## src/rtl/seq_pkg.sv

```systemverilog
package seq_pkg;

    typedef enum logic [2:0] {
        CY_FETCH = 3'b000,
        CY_IND   = 3'b001,
        CY_DIR   = 3'b010,
        CY_EXEC  = 3'b011,
        CY_INTR  = 3'b100
    } cyc_e;

    typedef struct packed {
        logic mar_from_pc;
        logic mar_from_ar;
        logic mar_clr;
        logic mbr_from_mem;
        logic mbr_from_pc;
        logic pc_inc;
        logic pc_clr;
        logic ar_load;
        logic ir_load;
        logic mem_rd;
        logic mem_wr;
        logic int_ack;
    } strobe_t;

endpackage

```

## src/rtl/seq_timing.sv

```systemverilog
module seq_timing #(
    parameter int STEP_W = 2
) (
    input  logic              clk,
    input  logic              rst_n,
    input  logic              clr,
    output logic [STEP_W-1:0] tstep
);
    logic [STEP_W-1:0] cnt_q;

    always_ff @(posedge clk) begin
        if (!rst_n)   cnt_q <= '0;
        else if (clr) cnt_q <= '0;
        else          cnt_q <= cnt_q + 1'b1;
    end

    assign tstep = cnt_q;

    AST_STEP_COUNTS: assert property (@(posedge clk) disable iff (!rst_n)
        !clr |=> (cnt_q == STEP_W'($past(cnt_q) + 1'b1)));
endmodule

```

## src/rtl/seq_fsm.sv

```systemverilog
module seq_fsm
    import seq_pkg::*;
#(
    parameter int STEP_W = 2
) (
    input  logic              clk,
    input  logic              rst_n,
    input  logic [STEP_W-1:0] tstep,
    input  logic [1:0]        mode,
    input  logic              is_ioi,
    input  logic              exec_long,
    input  logic              exec_done,
    input  logic              int_req,
    output cyc_e              cyc_q,
    output logic              cyc_change,
    output strobe_t           stb
);
    localparam logic [STEP_W-1:0] T0 = STEP_W'(0);
    localparam logic [STEP_W-1:0] T1 = STEP_W'(1);
    localparam logic [STEP_W-1:0] T2 = STEP_W'(2);
    localparam logic [STEP_W-1:0] T3 = STEP_W'(3);

    cyc_e cyc_d;
    logic exec_fin;

    assign exec_fin = exec_long ? exec_done : (tstep == T0);

    always_ff @(posedge clk) begin
        if (!rst_n) cyc_q <= CY_FETCH;
        else        cyc_q <= cyc_d;
    end

    always_comb begin
        cyc_d = cyc_q;
        unique case (cyc_q)
            CY_FETCH: begin
                if (tstep == T3) begin
                    if (mode == 2'b11 && !is_ioi) cyc_d = CY_IND;
                    else if (mode == 2'b01)       cyc_d = CY_DIR;
                    else                          cyc_d = CY_EXEC;
                end
            end
            CY_IND:   if (tstep == T3) cyc_d = CY_DIR;
            CY_DIR:   if (tstep == T2) cyc_d = CY_EXEC;
            CY_EXEC:  if (exec_fin) cyc_d = int_req ? CY_INTR : CY_FETCH;
            CY_INTR:  if (tstep == T3) cyc_d = CY_FETCH;
            default:  cyc_d = CY_FETCH;
        endcase
    end

    assign cyc_change = (cyc_d != cyc_q);

    always_comb begin
        stb = '0;
        unique case (cyc_q)
            CY_FETCH: begin
                if (tstep == T0) stb.mar_from_pc = 1'b1;
                if (tstep == T1) begin
                    stb.mem_rd       = 1'b1;
                    stb.mbr_from_mem = 1'b1;
                    stb.pc_inc       = 1'b1;
                end
                if (tstep == T2) begin
                    stb.ir_load = 1'b1;
                    stb.ar_load = 1'b1;
                end
            end
            CY_IND: begin
                if (tstep == T0) stb.mar_from_ar = 1'b1;
                if (tstep == T1) begin
                    stb.mem_rd       = 1'b1;
                    stb.mbr_from_mem = 1'b1;
                end
                if (tstep == T2) stb.ar_load = 1'b1;
            end
            CY_DIR: begin
                if (tstep == T0) stb.mar_from_ar = 1'b1;
                if (tstep == T1) begin
                    stb.mem_rd       = 1'b1;
                    stb.mbr_from_mem = 1'b1;
                end
            end
            CY_EXEC: ;
            CY_INTR: begin
                if (tstep == T0) begin
                    stb.mbr_from_pc = 1'b1;
                    stb.int_ack     = 1'b1;
                end
                if (tstep == T1) begin
                    stb.pc_clr  = 1'b1;
                    stb.mar_clr = 1'b1;
                end
                if (tstep == T2) begin
                    stb.mem_wr = 1'b1;
                    stb.pc_inc = 1'b1;
                end
            end
            default: ;
        endcase
    end

    AST_STATE_LEGAL: assert property (@(posedge clk) disable iff (!rst_n)
        (cyc_q inside {CY_FETCH, CY_IND, CY_DIR, CY_EXEC, CY_INTR}));
    AST_DIR_SHORT: assert property (@(posedge clk) disable iff (!rst_n)
        (cyc_q == CY_DIR && tstep == T2) |=> (cyc_q == CY_EXEC));
    AST_IND_TO_DIR: assert property (@(posedge clk) disable iff (!rst_n)
        (cyc_q == CY_IND && tstep == T3) |=> (cyc_q == CY_DIR));
    AST_EXEC_EXIT: assert property (@(posedge clk) disable iff (!rst_n)
        (cyc_q == CY_EXEC && exec_fin && int_req) |=> (cyc_q == CY_INTR));
    AST_RD_WR_EXCL: assert property (@(posedge clk) disable iff (!rst_n)
        !(stb.mem_rd && stb.mem_wr));
endmodule

```

## src/rtl/seq_regs.sv

```systemverilog
module seq_regs
    import seq_pkg::*;
#(
    parameter int AW  = 10,
    parameter int OPW = 4,
    parameter int MW  = 2
) (
    input  logic              clk,
    input  logic              rst_n,
    input  strobe_t           stb,
    input  logic [MW+OPW+AW-1:0] mem_rdata,
    output logic [AW-1:0]     pc_q,
    output logic [AW-1:0]     mar_q,
    output logic [MW+OPW+AW-1:0] mbr_q,
    output logic [AW-1:0]     ar_q,
    output logic [OPW-1:0]    opr_q,
    output logic [MW-1:0]     mode_q,
    output logic              is_rri,
    output logic              is_ioi
);
    localparam int DW = MW + OPW + AW;
    localparam logic [OPW-1:0] OP_SPECIAL = {OPW{1'b1}};
    localparam logic [MW-1:0]  MODE_IMM   = '0;
    localparam logic [MW-1:0]  MODE_IND   = {MW{1'b1}};

    always_ff @(posedge clk) begin
        if (!rst_n)          pc_q <= '0;
        else if (stb.pc_clr) pc_q <= '0;
        else if (stb.pc_inc) pc_q <= pc_q + 1'b1;
    end

    always_ff @(posedge clk) begin
        if (!rst_n)               mar_q <= '0;
        else if (stb.mar_clr)     mar_q <= '0;
        else if (stb.mar_from_pc) mar_q <= pc_q;
        else if (stb.mar_from_ar) mar_q <= ar_q;
    end

    always_ff @(posedge clk) begin
        if (!rst_n)                mbr_q <= '0;
        else if (stb.mbr_from_mem) mbr_q <= mem_rdata;
        else if (stb.mbr_from_pc)  mbr_q <= {{(DW-AW){1'b0}}, pc_q};
    end

    always_ff @(posedge clk) begin
        if (!rst_n) begin
            ar_q   <= '0;
            opr_q  <= '0;
            mode_q <= '0;
        end else begin
            if (stb.ar_load) ar_q <= mbr_q[AW-1:0];
            if (stb.ir_load) begin
                opr_q  <= mbr_q[AW +: OPW];
                mode_q <= mbr_q[DW-1 -: MW];
            end
        end
    end

    assign is_rri = (opr_q == OP_SPECIAL) && (mode_q == MODE_IMM);
    assign is_ioi = (opr_q == OP_SPECIAL) && (mode_q == MODE_IND);

    AST_PC_STEP: assert property (@(posedge clk) disable iff (!rst_n)
        (stb.pc_inc && !stb.pc_clr) |=> (pc_q == AW'($past(pc_q) + 1'b1)));
    AST_PC_CLEAR: assert property (@(posedge clk) disable iff (!rst_n)
        stb.pc_clr |=> (pc_q == '0));
    AST_CLASS_EXCL: assert property (@(posedge clk) disable iff (!rst_n)
        !(is_rri && is_ioi));
endmodule

```

## src/rtl/instr_cycle_seq.sv

```systemverilog
module instr_cycle_seq
    import seq_pkg::*;
#(
    parameter int AW     = 10,
    parameter int OPW    = 4,
    parameter int MW     = 2,
    parameter int STEP_W = 2
) (
    input  logic                  clk,
    input  logic                  rst_n,
    input  logic [MW+OPW+AW-1:0]  mem_rdata,
    input  logic                  int_req,
    input  logic                  exec_long,
    input  logic                  exec_done,
    output logic [AW-1:0]         mem_addr,
    output logic                  mem_rd,
    output logic                  mem_wr,
    output logic [MW+OPW+AW-1:0]  mem_wdata,
    output logic [2:0]            cyc_state,
    output logic [STEP_W-1:0]     tstep,
    output logic [AW-1:0]         pc,
    output logic [AW-1:0]         ar,
    output logic [OPW-1:0]        opr,
    output logic [MW-1:0]         mode,
    output logic                  is_rri,
    output logic                  is_ioi,
    output logic                  exec_active,
    output logic                  int_ack,
    output logic                  ld_mar,
    output logic                  ld_mbr,
    output logic                  ld_ar,
    output logic                  ld_opr,
    output logic                  pc_inc,
    output logic                  pc_clr
);
    localparam int DW = MW + OPW + AW;

    cyc_e    cyc_q;
    logic    cyc_change;
    strobe_t stb;
    logic [AW-1:0] mar_q;
    logic [DW-1:0] mbr_q;

    seq_timing #(.STEP_W(STEP_W)) u_timing (
        .clk   (clk),
        .rst_n (rst_n),
        .clr   (cyc_change),
        .tstep (tstep)
    );

    seq_fsm #(.STEP_W(STEP_W)) u_fsm (
        .clk        (clk),
        .rst_n      (rst_n),
        .tstep      (tstep),
        .mode       (mode),
        .is_ioi     (is_ioi),
        .exec_long  (exec_long),
        .exec_done  (exec_done),
        .int_req    (int_req),
        .cyc_q      (cyc_q),
        .cyc_change (cyc_change),
        .stb        (stb)
    );

    seq_regs #(.AW(AW), .OPW(OPW), .MW(MW)) u_regs (
        .clk       (clk),
        .rst_n     (rst_n),
        .stb       (stb),
        .mem_rdata (mem_rdata),
        .pc_q      (pc),
        .mar_q     (mar_q),
        .mbr_q     (mbr_q),
        .ar_q      (ar),
        .opr_q     (opr),
        .mode_q    (mode),
        .is_rri    (is_rri),
        .is_ioi    (is_ioi)
    );

    assign mem_addr    = mar_q;
    assign mem_wdata   = mbr_q;
    assign mem_rd      = stb.mem_rd;
    assign mem_wr      = stb.mem_wr;
    assign cyc_state   = cyc_q;
    assign exec_active = (cyc_q == CY_EXEC);
    assign int_ack     = stb.int_ack;
    assign ld_mar      = stb.mar_from_pc | stb.mar_from_ar | stb.mar_clr;
    assign ld_mbr      = stb.mbr_from_mem | stb.mbr_from_pc;
    assign ld_ar       = stb.ar_load;
    assign ld_opr      = stb.ir_load;
    assign pc_inc      = stb.pc_inc;
    assign pc_clr      = stb.pc_clr;

    AST_STEP_RESTART: assert property (@(posedge clk) disable iff (!rst_n)
        (cyc_q != $past(cyc_q)) |-> (tstep == '0));
    AST_WR_AT_ZERO: assert property (@(posedge clk) disable iff (!rst_n)
        mem_wr |-> (mem_addr == '0 && cyc_q == CY_INTR));
    AST_FETCH_MAR: assert property (@(posedge clk) disable iff (!rst_n)
        (cyc_q == CY_FETCH && tstep == '0) |=> (mem_addr == $past(pc)));
endmodule

```

## config.mk

```make
export PLATFORM = sky130hd
export DESIGN_NAME = instr_cycle_seq
export DESIGN_NICKNAME = d
export VERILOG_FILES = /design/src/rtl/seq_pkg.sv /design/src/rtl/seq_timing.sv /design/src/rtl/seq_fsm.sv /design/src/rtl/seq_regs.sv /design/src/rtl/instr_cycle_seq.sv
export SDC_FILE = /design/constraint.sdc
export NUM_CORES = 1
export LEC_CHECK = 0
export ABC_CLOCK_PERIOD_IN_PS = 2050
export BUFFER_PORTS_ARGS = -buffer_cell sky130_fd_sc_hd__buf_2
export CAP_MARGIN = 40
export CORE_MARGIN = 4
export CORE_UTILIZATION = 49
export CTS_BUF_LIST = sky130_fd_sc_hd__clkbuf_16
export DETAILED_ROUTE_END_ITERATION = 8
export GPL_ROUTABILITY_DRIVEN = 0
export GPL_TIMING_DRIVEN = 0
export HOLD_SLACK_MARGIN = 0.05
export PLACE_DENSITY_LB_ADDON = 0.1
export SYNTH_ARGS = -nofsm -noshare
export SYNTH_HDL_FRONTEND = slang
export SYNTH_SLANG_ARGS = --single-unit
```

## constraint.sdc

```tcl
create_clock -name clk -period 2.05 [get_ports clk]
set_clock_uncertainty 0.1 [all_clocks]
set_input_delay 0.205 -clock clk [delete_from_list [all_inputs] [get_ports clk]]
set_output_delay 0.205 -clock clk [all_outputs]
set_load 0.02 [all_outputs]
```

==> flow_metrics.env, run 1 <==
export IMPL_fp_row_count=25
export IMPL_die_w_um=79.9
export IMPL_fillers=440
export IMPL_syn_avg_cell_area_um2=8.68
export IMPL_dieHeight_um=79.9
export IMPL_nNetsFinal=417
export IMPL_final_setup_tns_ps=0
export IMPL_status="complete, no violations"
export IMPL_routedWlPerCell_um=15.0
export IMPL_syn2layout_area_growth_pct=33.2
export IMPL_core_um2=4880
export IMPL_pin_count=90
export IMPL_grt_max_degree=12
export IMPL_crit_type="reg -> out"
export IMPL_grt_pass1_wl_um=11300
export IMPL_placed_area_um2=3060
export IMPL_yosys_area_top_type_share=0.450
export IMPL_worst_pin_slew_ps=485
export IMPL_ir_worst_vdd_uv=758
export IMPL_die_area_um2=6390
export IMPL_insertion_delay_ps=320
export IMPL_ys_flop_type="dfxtp_1"
export IMPL_holdPathStages=3
export IMPL_gr_usage_all_layers=0.229
export IMPL_antenna_cells=0
export IMPL_dr_total_vias=2484
export IMPL_leakage_nw=1.50
export IMPL_cts_tree="yes"
export IMPL_clock_fmax_mhz=501
export IMPL_relSlewSlack=0.677
export IMPL_initial_core_util=0.519
export IMPL_fin_area_um2=3380
export IMPL_p_per_area_nw_per_um2=1240
export IMPL_placed_cells=447
export IMPL_drv_cap=0
export IMPL_antenna_found_initial=0
export IMPL_root_buffer="clkbuf_16"
export IMPL_multi_input_area_um2=1290
export IMPL_ctsHtreeMaxLevel=3
export IMPL_ctsHoldBuffers=0
export IMPL_synth_area_top_cells="dfxtp_1 45%, nand2_1 9.5%, a21boi_0 7.7%"
export IMPL_port_buffers=88
export IMPL_ys_seq_area_frac=0.450
export IMPL_syn_area_um2=2530
export IMPL_numCtsBuffers=9
export IMPL_instances_no_fill=463
export IMPL_viasPerCell=5.37
export IMPL_slowest_stage="dfxtp_2"
export IMPL_drive_gt1_frac=0.318
export IMPL_fin_crit_sh=0.974
export IMPL_yosysTopAreaCell="dfxtp_1"
export IMPL_worst_path_buf_inv=2
export IMPL_postSynthCellCount=292
export IMPL_dp_hpwl_um=4930
export IMPL_slowest_delay_ps=360
export IMPL_worst_setup_path_end_kind="primary output"
export IMPL_ys_types=39
export IMPL_clkTransAtPathRegs_ps=50
export IMPL_yosysMostFrequentCell="nand2_1"
export IMPL_finalMaxSlewViolations=0
export IMPL_yosys_warnings=0
export IMPL_cp_num_cells=5
export IMPL_synthTopCellsByCount="64 x nand2_1, 57 x dfxtp_1, 26 x a21boi_0, 16 x a22oi_1, 13 x a21oi_1"
export IMPL_synth_edff_count=0
export IMPL_syn_nets=318
export IMPL_synth_seq_cells=57
export IMPL_grt_ovfl_total=0
export IMPL_regArea_um2=1140
export IMPL_setup_viol_count_final=0
export IMPL_synthArstFlopShare=0
export IMPL_critPathMaxFanout=5
export IMPL_period_needed_ps=2000
export IMPL_post_route_drc_count=0
export IMPL_cp_top_family="flip-flops"
export IMPL_clockBufferDepth=2
export IMPL_drt_iter0_drc=139
export IMPL_required_ps=1750
export IMPL_clock_sinks=57
export IMPL_firstDrtPassIters=6
export IMPL_first_global_vias=2319
export IMPL_rsz0062_at_grt="no"
export IMPL_worst_hold_path_type="in -> reg"
export IMPL_wl_um=6930
export IMPL_worst_r2r_path_depth=6
export IMPL_antenna_left=0
export IMPL_worstPathCellList="inv_1 -> ha_2 -> mux2_2 -> and2_1 -> buf_4"
export IMPL_worstPathArrival_ps=1690
export IMPL_finalHoldViolCount=0
export IMPL_startpoint_type="flop"
placed cells by master (no fill, tap or decap), types with 2 or more instances in the layout:
| cell | Yosys | routed |
|---|---|---|
| nand4_1 | 4 | 4 |
| ha_2 | 0 | 2 |
| inv_1 | 8 | 11 |
| nor2_4 | 1 | 2 |
| a21boi_0 | 26 | 26 |
| and2_1 | 4 | 4 |
| ha_1 | 5 | 3 |
| nand3_1 | 6 | 6 |
| a21oi_1 | 13 | 12 |
| xor2_1 | 4 | 4 |
| clkbuf_16 | 0 | 9 |
| and3_1 | 4 | 3 |
| o21ai_0 | 5 | 5 |
| mux2i_1 | 2 | 2 |
| mux2_2 | 2 | 2 |
| buf_2 | 5 | 88 |
| xnor2_1 | 4 | 4 |
| buf_6 | 1 | 3 |
| nor2b_1 | 6 | 6 |
| nand2b_1 | 2 | 2 |
| dfxtp_2 | 0 | 2 |
| a22oi_1 | 16 | 16 |
| clkbuf_1 | 11 | 8 |
| nor2_1 | 10 | 10 |
| nand2_1 | 64 | 63 |
| nor3_1 | 5 | 4 |
| dfxtp_1 | 57 | 55 |
| o221ai_1 | 10 | 10 |
| buf_4 | 2 | 7 |
| or3_1 | 2 | 2 |
per-layer routing:
| metal | global-route usage | share of wire |
|---|---|---|
| met1 | 0.318 | 0.48 |
| met2 | 0.348 | 0.44 |
| met3 | 0.0406 | 0.070 |
| met4 | 0.0963 | 0.0098 |
| met5 | 0 | 0 |
state kept, by name (all words and copies together), names as in the netlist:
| name | count |
|---|---|
| u_fsm.cyc_q | 3 |
| u_regs.mar_q | 10 |
| u_regs.ar_q | 10 |
| u_regs.pc_q | 10 |
| u_regs.mode_q | 2 |
| u_regs.mbr_q | 16 |
| u_timing.tstep | 2 |
| u_regs.opr_q | 4 |
cell families (layout without fill, tap and decap cells):
family          after synthesis  after routing  synth area share
buf+inv                      27            131            0.0484
mux                           4              4            0.0168
flops                        57             57             0.450
simple gates                114            114             0.212
compound gates               77             77             0.220
fa+ha+maj                     5              5            0.0247
xor+xnor                      8              8            0.0277
worst min-delay path, cell delays in order:
cell     delay [ps]
buf_2            70
a22oi_1          60
nor2b_1         100
where the power goes:
| group | total [mW] | switching (mW) | internal, mW |
|---|---|---|---|
| clock network | 1.28 | 0.489 | 0.792 |
| logic | 1.49 | 0.937 | 0.551 |
| registers | 1.42 | 0.143 | 1.28 |
worst paths after layout:
kind | startpoint | to | slack (ps)
worst min-delay path | mem_rdata[14] | u_regs.mbr_q[14]$_SDFFE_PN0P_ | 50
worst max-delay path | u_timing.tstep[0]$_SDFF_PP0_ | pc_inc | 50
worst min register to register | u_regs.mar_q[7]$_SDFFE_PP0P_ | u_regs.mar_q[7]$_SDFFE_PP0P_ | 350
worst max register to register | u_timing.tstep[0]$_SDFF_PP0_ | u_timing.tstep[1]$_SDFF_PP0_ | 170
final cells by class:
class / instances / area share
clock buffers: 9 / 0.0667
plain buffers: 16 / 0.0293
well taps: 67 / 0.0248
inverters: 8 / 0.0100
repair buffers: 91 / 0.138
flip-flops and latches: 57 / 0.339
clock inverters: 7 / 0.00964
multi-input cells: 208 / 0.383
metrics by stage:
| stage | setup slack [ps] | total power [mW] | hold WS (ps) | utilization |
|---|---|---|---|---|
| after floorplan | 38.8 | 2.39 | 289 | - |
| after global placement | 59.2 | 2.80 | 339 | 0.627 |
| after detailed placement | 45.7 | 2.82 | 346 | 0.627 |
| after CTS | 0.0674 | 4.16 | 50.8 | 0.686 |
| after global routing | 4.43 | 4.40 | 73.2 | 0.692 |
| final | 54.2 | 4.19 | 52.7 | 0.692 |
what timing repair did:
item                                    in CTS  in global routing
setup buffers                                1                  2
pin swaps                                    1                  2
endpoints found under the setup margin       7                  7
endpoints found under the hold margin        0                  0
resized for setup                           12                  5
gates cloned                                 0                  0
Note: power is estimated with default switching activity, not from simulation.
==> inputs of run 2 (changes only) <==
--- a/config.mk
+++ b/config.mk
@@ -8,6 +8,7 @@
 export ABC_CLOCK_PERIOD_IN_PS = 2050
 export BUFFER_PORTS_ARGS = -buffer_cell sky130_fd_sc_hd__buf_2
 export CAP_MARGIN = 40
+export CORE_ASPECT_RATIO = 1.2
 export CORE_MARGIN = 4
 export CORE_UTILIZATION = 49
 export CTS_BUF_LIST = sky130_fd_sc_hd__clkbuf_16
==> flow_metrics.env, run 2 (synthesized netlist as in run 1, its figures left out) <==
export IMPL_clkTransAtPathRegs_ps=50
export IMPL_routedWlPerCell_um=15.2
export IMPL_placed_cells=440
export IMPL_worst_r2r_path_depth=6
export IMPL_dr_total_vias=2522
export IMPL_reg2reg_from="u_timing.tstep[0]$_SDFF_PP0_"
export IMPL_ctsHtreeMaxLevel=3
export IMPL_leakage_nw=1.49
export IMPL_antenna_left=0
export IMPL_worst_setup_path_end_kind="flop"
export IMPL_hp_start="mem_rdata[14]"
export IMPL_nNetsFinal=418
export IMPL_finalMaxSlewViolations=0
export IMPL_holdPathStages=3
export IMPL_root_buffer="clkbuf_16"
export IMPL_wl_um=6950
export IMPL_first_global_vias=2311
export IMPL_worst_hold_path_type="in -> reg"
export IMPL_instances_no_fill=456
export IMPL_antenna_found_initial=0
export IMPL_pin_count=90
export IMPL_antenna_cells=0
export IMPL_fillers=437
export IMPL_rsz0062_at_grt="no"
export IMPL_startpoint_type="flop"
export IMPL_final_cell_mix="88 x buf_2, 63 x nand2_1, 55 x dfxtp_1, 26 x a21boi_0, 16 x a22oi_1"
export IMPL_period_needed_ps=1970
export IMPL_ctsHoldBuffers=0
export IMPL_grt_ovfl_total=0
export IMPL_insertion_delay_ps=320
export IMPL_post_route_drc_count=0
export IMPL_firstDrtPassIters=7
export IMPL_viasPerCell=5.53
export IMPL_largest_reg_flops=16
export IMPL_clockBufferDepth=2
export IMPL_fp_row_count=28
export IMPL_worstPathArrival_ps=2090
export IMPL_largest_register="u_regs.mbr_q"
export IMPL_finalHoldViolCount=0
export IMPL_required_ps=2170
export IMPL_layout_commonest_cell="buf_2"
export IMPL_core_um2=4970
export IMPL_worst_pin_slew_ps=510
export IMPL_dieHeight_um=86.8
export IMPL_setup_viol_count_final=0
export IMPL_r2r_end="u_timing.tstep[1]$_SDFF_PP0_"
export IMPL_die_area_um2=6390
export IMPL_cts_tree="yes"
export IMPL_dp_hpwl_um=5040
export IMPL_p_total_mw=4.19
export IMPL_numCtsBuffers=9
export IMPL_status="complete, no violations"
export IMPL_ir_worst_vdd_uv=639
export IMPL_relSlewSlack=0.660
export IMPL_grt_pass1_wl_um=11000
export IMPL_drv_cap=0
export IMPL_initial_core_util=0.509
export IMPL_final_setup_tns_ps=0
export IMPL_die_w_um=73.6
export IMPL_clock_fmax_mhz=508
export IMPL_regToRegSetupSlack_ps=80
export IMPL_drive_gt1_frac=0.323
export IMPL_p_per_area_nw_per_um2=1240
export IMPL_drt_iter0_drc=195
export IMPL_hold_end="u_regs.mbr_q[14]$_SDFFE_PN0P_"
export IMPL_critPathMaxFanout=6
export IMPL_gr_usage_all_layers=0.224
export IMPL_clock_sinks=57
export IMPL_crit_type="reg -> reg"
export IMPL_syn2layout_area_growth_pct=33.1
export IMPL_grt_max_degree=12
export IMPL_port_buffers=88
export IMPL_fin_crit_sh=0.960
[run 2: cell types whose count changed in the layout (fill, tap and decap cells not counted)]
cell / delta
inv_2: +1
clkinvlp_4: +1
clkinv_1: +2
dfxtp_2: -1
dfxtp_4: +1
buf_4: +1
clkinv_4: -1
inv_1: -4
[run 2: power by group]
group	switching (mW)	internal (mW)	leakage (nW)
sequential	0.144	1.28	0.463
clock	0.474	0.788	0.125
combinational	0.941	0.561	0.899
[run 2: per-layer routing]
layer  vias up  global-route usage  part of all wire
met4         0              0.0873             0.018
met1      1159               0.274              0.40
met2       126               0.372              0.49
li1       1222                   -                 -
met3        15              0.0580             0.088
met5         -                   0                 0
[run 2: worst max-delay path, stage by stage (launching register included)]
cell     delay, ps
dfxtp_4        370
inv_1           60
ha_1           250
mux2_2         300
a22o_1         180
a221o_1        340
nor4b_2        260
[run 2: layout make-up]
type	count	area [um^2]	area share
Clock buffer	9	225	0.0668
Clock inverter	6	27.5	0.00816
Inverter	8	33.8	0.0100
Buffer	16	98.8	0.0293
Sequential cell	57	1150	0.340
Timing Repair Buffer	92	473	0.140
Tap cell	60	75.1	0.0223
Multi-Input combinational cell	208	1290	0.383
[run 2: what timing repair did]
| action | 4_1_cts | 5_1_grt |
|---|---|---|
| setup endpoints to repair | 7 | 8 |
| buffers inserted | 1 | 3 |
| gates resized for setup | 13 | 6 |
| pin swaps | 1 | 1 |
[run 2: worst max-delay path by stage]
stage / slack, ps / end / cells past startpoint / startpoint
detailed placement: 20 / u_timing.tstep[1]$_SDFF_PP0_ / 6 / u_timing.tstep[0]$_SDFF_PP0_
floorplan: 40 / u_timing.tstep[1]$_SDFF_PP0_ / 6 / u_timing.tstep[0]$_SDFF_PP0_
CTS: 3 / ld_mar / 6 / u_timing.tstep[0]$_SDFF_PP0_
finish: 80 / u_timing.tstep[1]$_SDFF_PP0_ / 6 / u_timing.tstep[0]$_SDFF_PP0_
global placement: 60 / ld_mbr / 7 / u_timing.tstep[0]$_SDFF_PP0_
global route: 2 / int_ack / 5 / u_timing.tstep[0]$_SDFF_PP0_
[run 2: per-stage QoR]
stage / instance area [um^2] / worst slack (ps) / hold WS [ps] / utilization
floorplan: 2530 / 38.8 / 289 / -
global placement: 3050 / 59.8 / 341 / 0.613
detailed placement: 3050 / 16.6 / 344 / 0.613
CTS: 3340 / 3.48 / 54.4 / 0.671
global route: 3370 / 1.93 / 85.8 / 0.678
finish: 3370 / 81.1 / 62.9 / 0.678
==> inputs of run 3 (changes only) <==
--- a/config.mk
+++ b/config.mk
@@ -5,7 +5,7 @@
 export SDC_FILE = /design/constraint.sdc
 export NUM_CORES = 1
 export LEC_CHECK = 0
-export ABC_CLOCK_PERIOD_IN_PS = 2050
+export ABC_CLOCK_PERIOD_IN_PS = 2130
 export BUFFER_PORTS_ARGS = -buffer_cell sky130_fd_sc_hd__buf_2
 export CAP_MARGIN = 40
 export CORE_ASPECT_RATIO = 1.2
==> constraint.sdc (replaced) <==
create_clock -name clk -period 2.13 [get_ports clk]
set_clock_uncertainty 0.1 [all_clocks]
set_input_delay 0.213 -clock clk [delete_from_list [all_inputs] [get_ports clk]]
set_output_delay 0.213 -clock clk [all_outputs]
set_load 0.02 [all_outputs]
==> flow_metrics.env, run 3 (synthesized netlist as in run 1, its figures left out) <==
export IMPL_ctsHoldBuffers=0
export IMPL_dieHeight_um=86.8
export IMPL_fin_ws_ps=85.1
export IMPL_hold_end="u_regs.mbr_q[14]$_SDFFE_PN0P_"
export IMPL_fp_row_count=28
export IMPL_ir_worst_vdd_uv=586
export IMPL_viasPerCell=5.47
export IMPL_reg2reg_from="u_timing.tstep[0]$_SDFF_PP0_"
export IMPL_drv_cap=0
export IMPL_cts_tree="yes"
export IMPL_regArea_um2=1150
export IMPL_p_total_mw=4.01
export IMPL_gr_usage_all_layers=0.223
export IMPL_dp_hpwl_um=5040
export IMPL_finalHoldViolCount=0
export IMPL_post_route_util=0.674
export IMPL_power_share_clock=0.303
export IMPL_fillers=445
export IMPL_pwr_share_seq=0.342
export IMPL_routedWlPerCell_um=15.1
export IMPL_setup_viol_count_final=0
export IMPL_grt_max_degree=11
export IMPL_pin_count=90
export IMPL_firstDrtPassIters=4
export IMPL_place_ws_ps=96.6
export IMPL_dr_total_vias=2494
export IMPL_insertion_delay_ps=320
export IMPL_worst_setup_path_end_kind="primary output"
export IMPL_final_cell_mix="90 x buf_2, 63 x nand2_1, 55 x dfxtp_1, 26 x a21boi_0, 16 x a22oi_1"
export IMPL_holdWs_ps=68.9
export IMPL_swShare=0.372
export IMPL_ctsHtreeMaxLevel=3
export IMPL_regToRegSetupSlack_ps=160
export IMPL_numCtsBuffers=9
export IMPL_die_area_um2=6390
export IMPL_clock_sinks=57
export IMPL_relSlewSlack=0.683
export IMPL_leakage_nw=1.49
export IMPL_grt_pass1_wl_um=10900
export IMPL_p_sw_mw=1.49
export IMPL_largest_register="u_regs.mbr_q"
export IMPL_placed_area_um2=3050
export IMPL_die_w_um=73.6
export IMPL_layout_commonest_cell="buf_2"
export IMPL_clock_fmax_mhz=489
export IMPL_critPathMaxFanout=5
export IMPL_required_ps=1820
export IMPL_fin_area_um2=3350
export IMPL_hp_start="mem_rdata[14]"
export IMPL_largest_reg_flops=16
export IMPL_period_needed_ps=2040
export IMPL_internal_power_mw=2.52
export IMPL_drive_gt1_frac=0.311
export IMPL_post_route_drc_count=0
export IMPL_final_setup_tns_ps=0
export IMPL_instances_no_fill=456
export IMPL_comb_power_share=0.354
export IMPL_finalMaxSlewViolations=0
export IMPL_fin_crit_sh=0.960
export IMPL_status="complete, no violations"
export IMPL_wl_um=6900
export IMPL_r2r_end="u_timing.tstep[1]$_SDFF_PP0_"
export IMPL_placed_cells=440
export IMPL_worst_r2r_path_depth=6
export IMPL_nNetsFinal=418
export IMPL_multi_input_area_um2=1280
export IMPL_clkTransAtPathRegs_ps=50
export IMPL_worstPathArrival_ps=1730
export IMPL_drt_iter0_drc=170
export IMPL_p_per_area_nw_per_um2=1200
export IMPL_port_buffers=88
export IMPL_root_buffer="clkbuf_16"
export IMPL_first_global_vias=2293
export IMPL_antenna_cells=0
export IMPL_worst_hold_path_type="in -> reg"
export IMPL_clockBufferDepth=2
export IMPL_syn2layout_area_growth_pct=32.2
export IMPL_grt_ovfl_total=0
export IMPL_antenna_found_initial=0
export IMPL_antenna_left=0
export IMPL_worst_pin_slew_ps=475
export IMPL_startpoint_type="flop"
export IMPL_initial_core_util=0.509
export IMPL_core_um2=4970
export IMPL_crit_type="reg -> out"
export IMPL_holdPathStages=3
[run 3: power by group through the flow]
stage	combinational (mW)	clock (mW)	sequential, mW
floorplan	0.750	0	1.55
detailed placement	1.35	0	1.38
CTS	1.39	1.22	1.37
global route	1.57	1.28	1.39
global placement	1.33	0	1.38
finish	1.42	1.22	1.37
[run 3: repair_timing]
item | 4_1_cts | 5_1_grt
pin swaps | 1 | 1
resized for setup | 5 | 8
setup buffers | 1 | 2
endpoints found under the setup margin | 6 | 7
hold endpoints to repair | 0 | 0
[run 3: final cells by class]
class                      instances  share of cell area
clock inverter                     6             0.00822
tap                               60              0.0224
buffer                            17              0.0299
clock buffer                       9              0.0672
timing repair buffer              91               0.138
sequential                        57               0.342
inverter                           8             0.00896
multi-input combinational        208               0.383
[run 3: worst max path at each step]
stage | from | endpoint | slack, ps | cells past startpoint
2_1_floorplan | u_timing.tstep[0]$_SDFF_PP0_ | u_timing.tstep[1]$_SDFF_PP0_ | 120 | 6
3_3_place_gp | u_timing.tstep[0]$_SDFF_PP0_ | ld_mbr | 130 | 7
3_5_place_dp | u_timing.tstep[0]$_SDFF_PP0_ | u_timing.tstep[1]$_SDFF_PP0_ | 100 | 6
4_1_cts | u_fsm.cyc_q[0]$_SDFF_PN0_ | int_ack | 4 | 5
5_1_grt | u_timing.tstep[0]$_SDFF_PP0_ | int_ack | -6 | 5
6_report | u_timing.tstep[0]$_SDFF_PP0_ | pc_inc | 90 | 6
[run 3: worst max-delay path: stages, from the launching register on]
cell and delay, ps:
dfxtp_4 370, inv_1 60, ha_2 210, mux2_2 280, and2_1 150, clkbuf_1 150, buf_2 180
[run 3: layer usage]
| metal | routed length [um] | global-route usage | share of wire | up-vias |
|---|---|---|---|---|
| li1 | - | - | - | 1222 |
| met1 | 2780 | 0.273 | 0.40 | 1146 |
| met2 | 3370 | 0.368 | 0.49 | 116 |
| met3 | 609 | 0.0580 | 0.088 | 10 |
| met4 | 133 | 0.0873 | 0.019 | 0 |
| met5 | 0 | 0 | 0 | - |
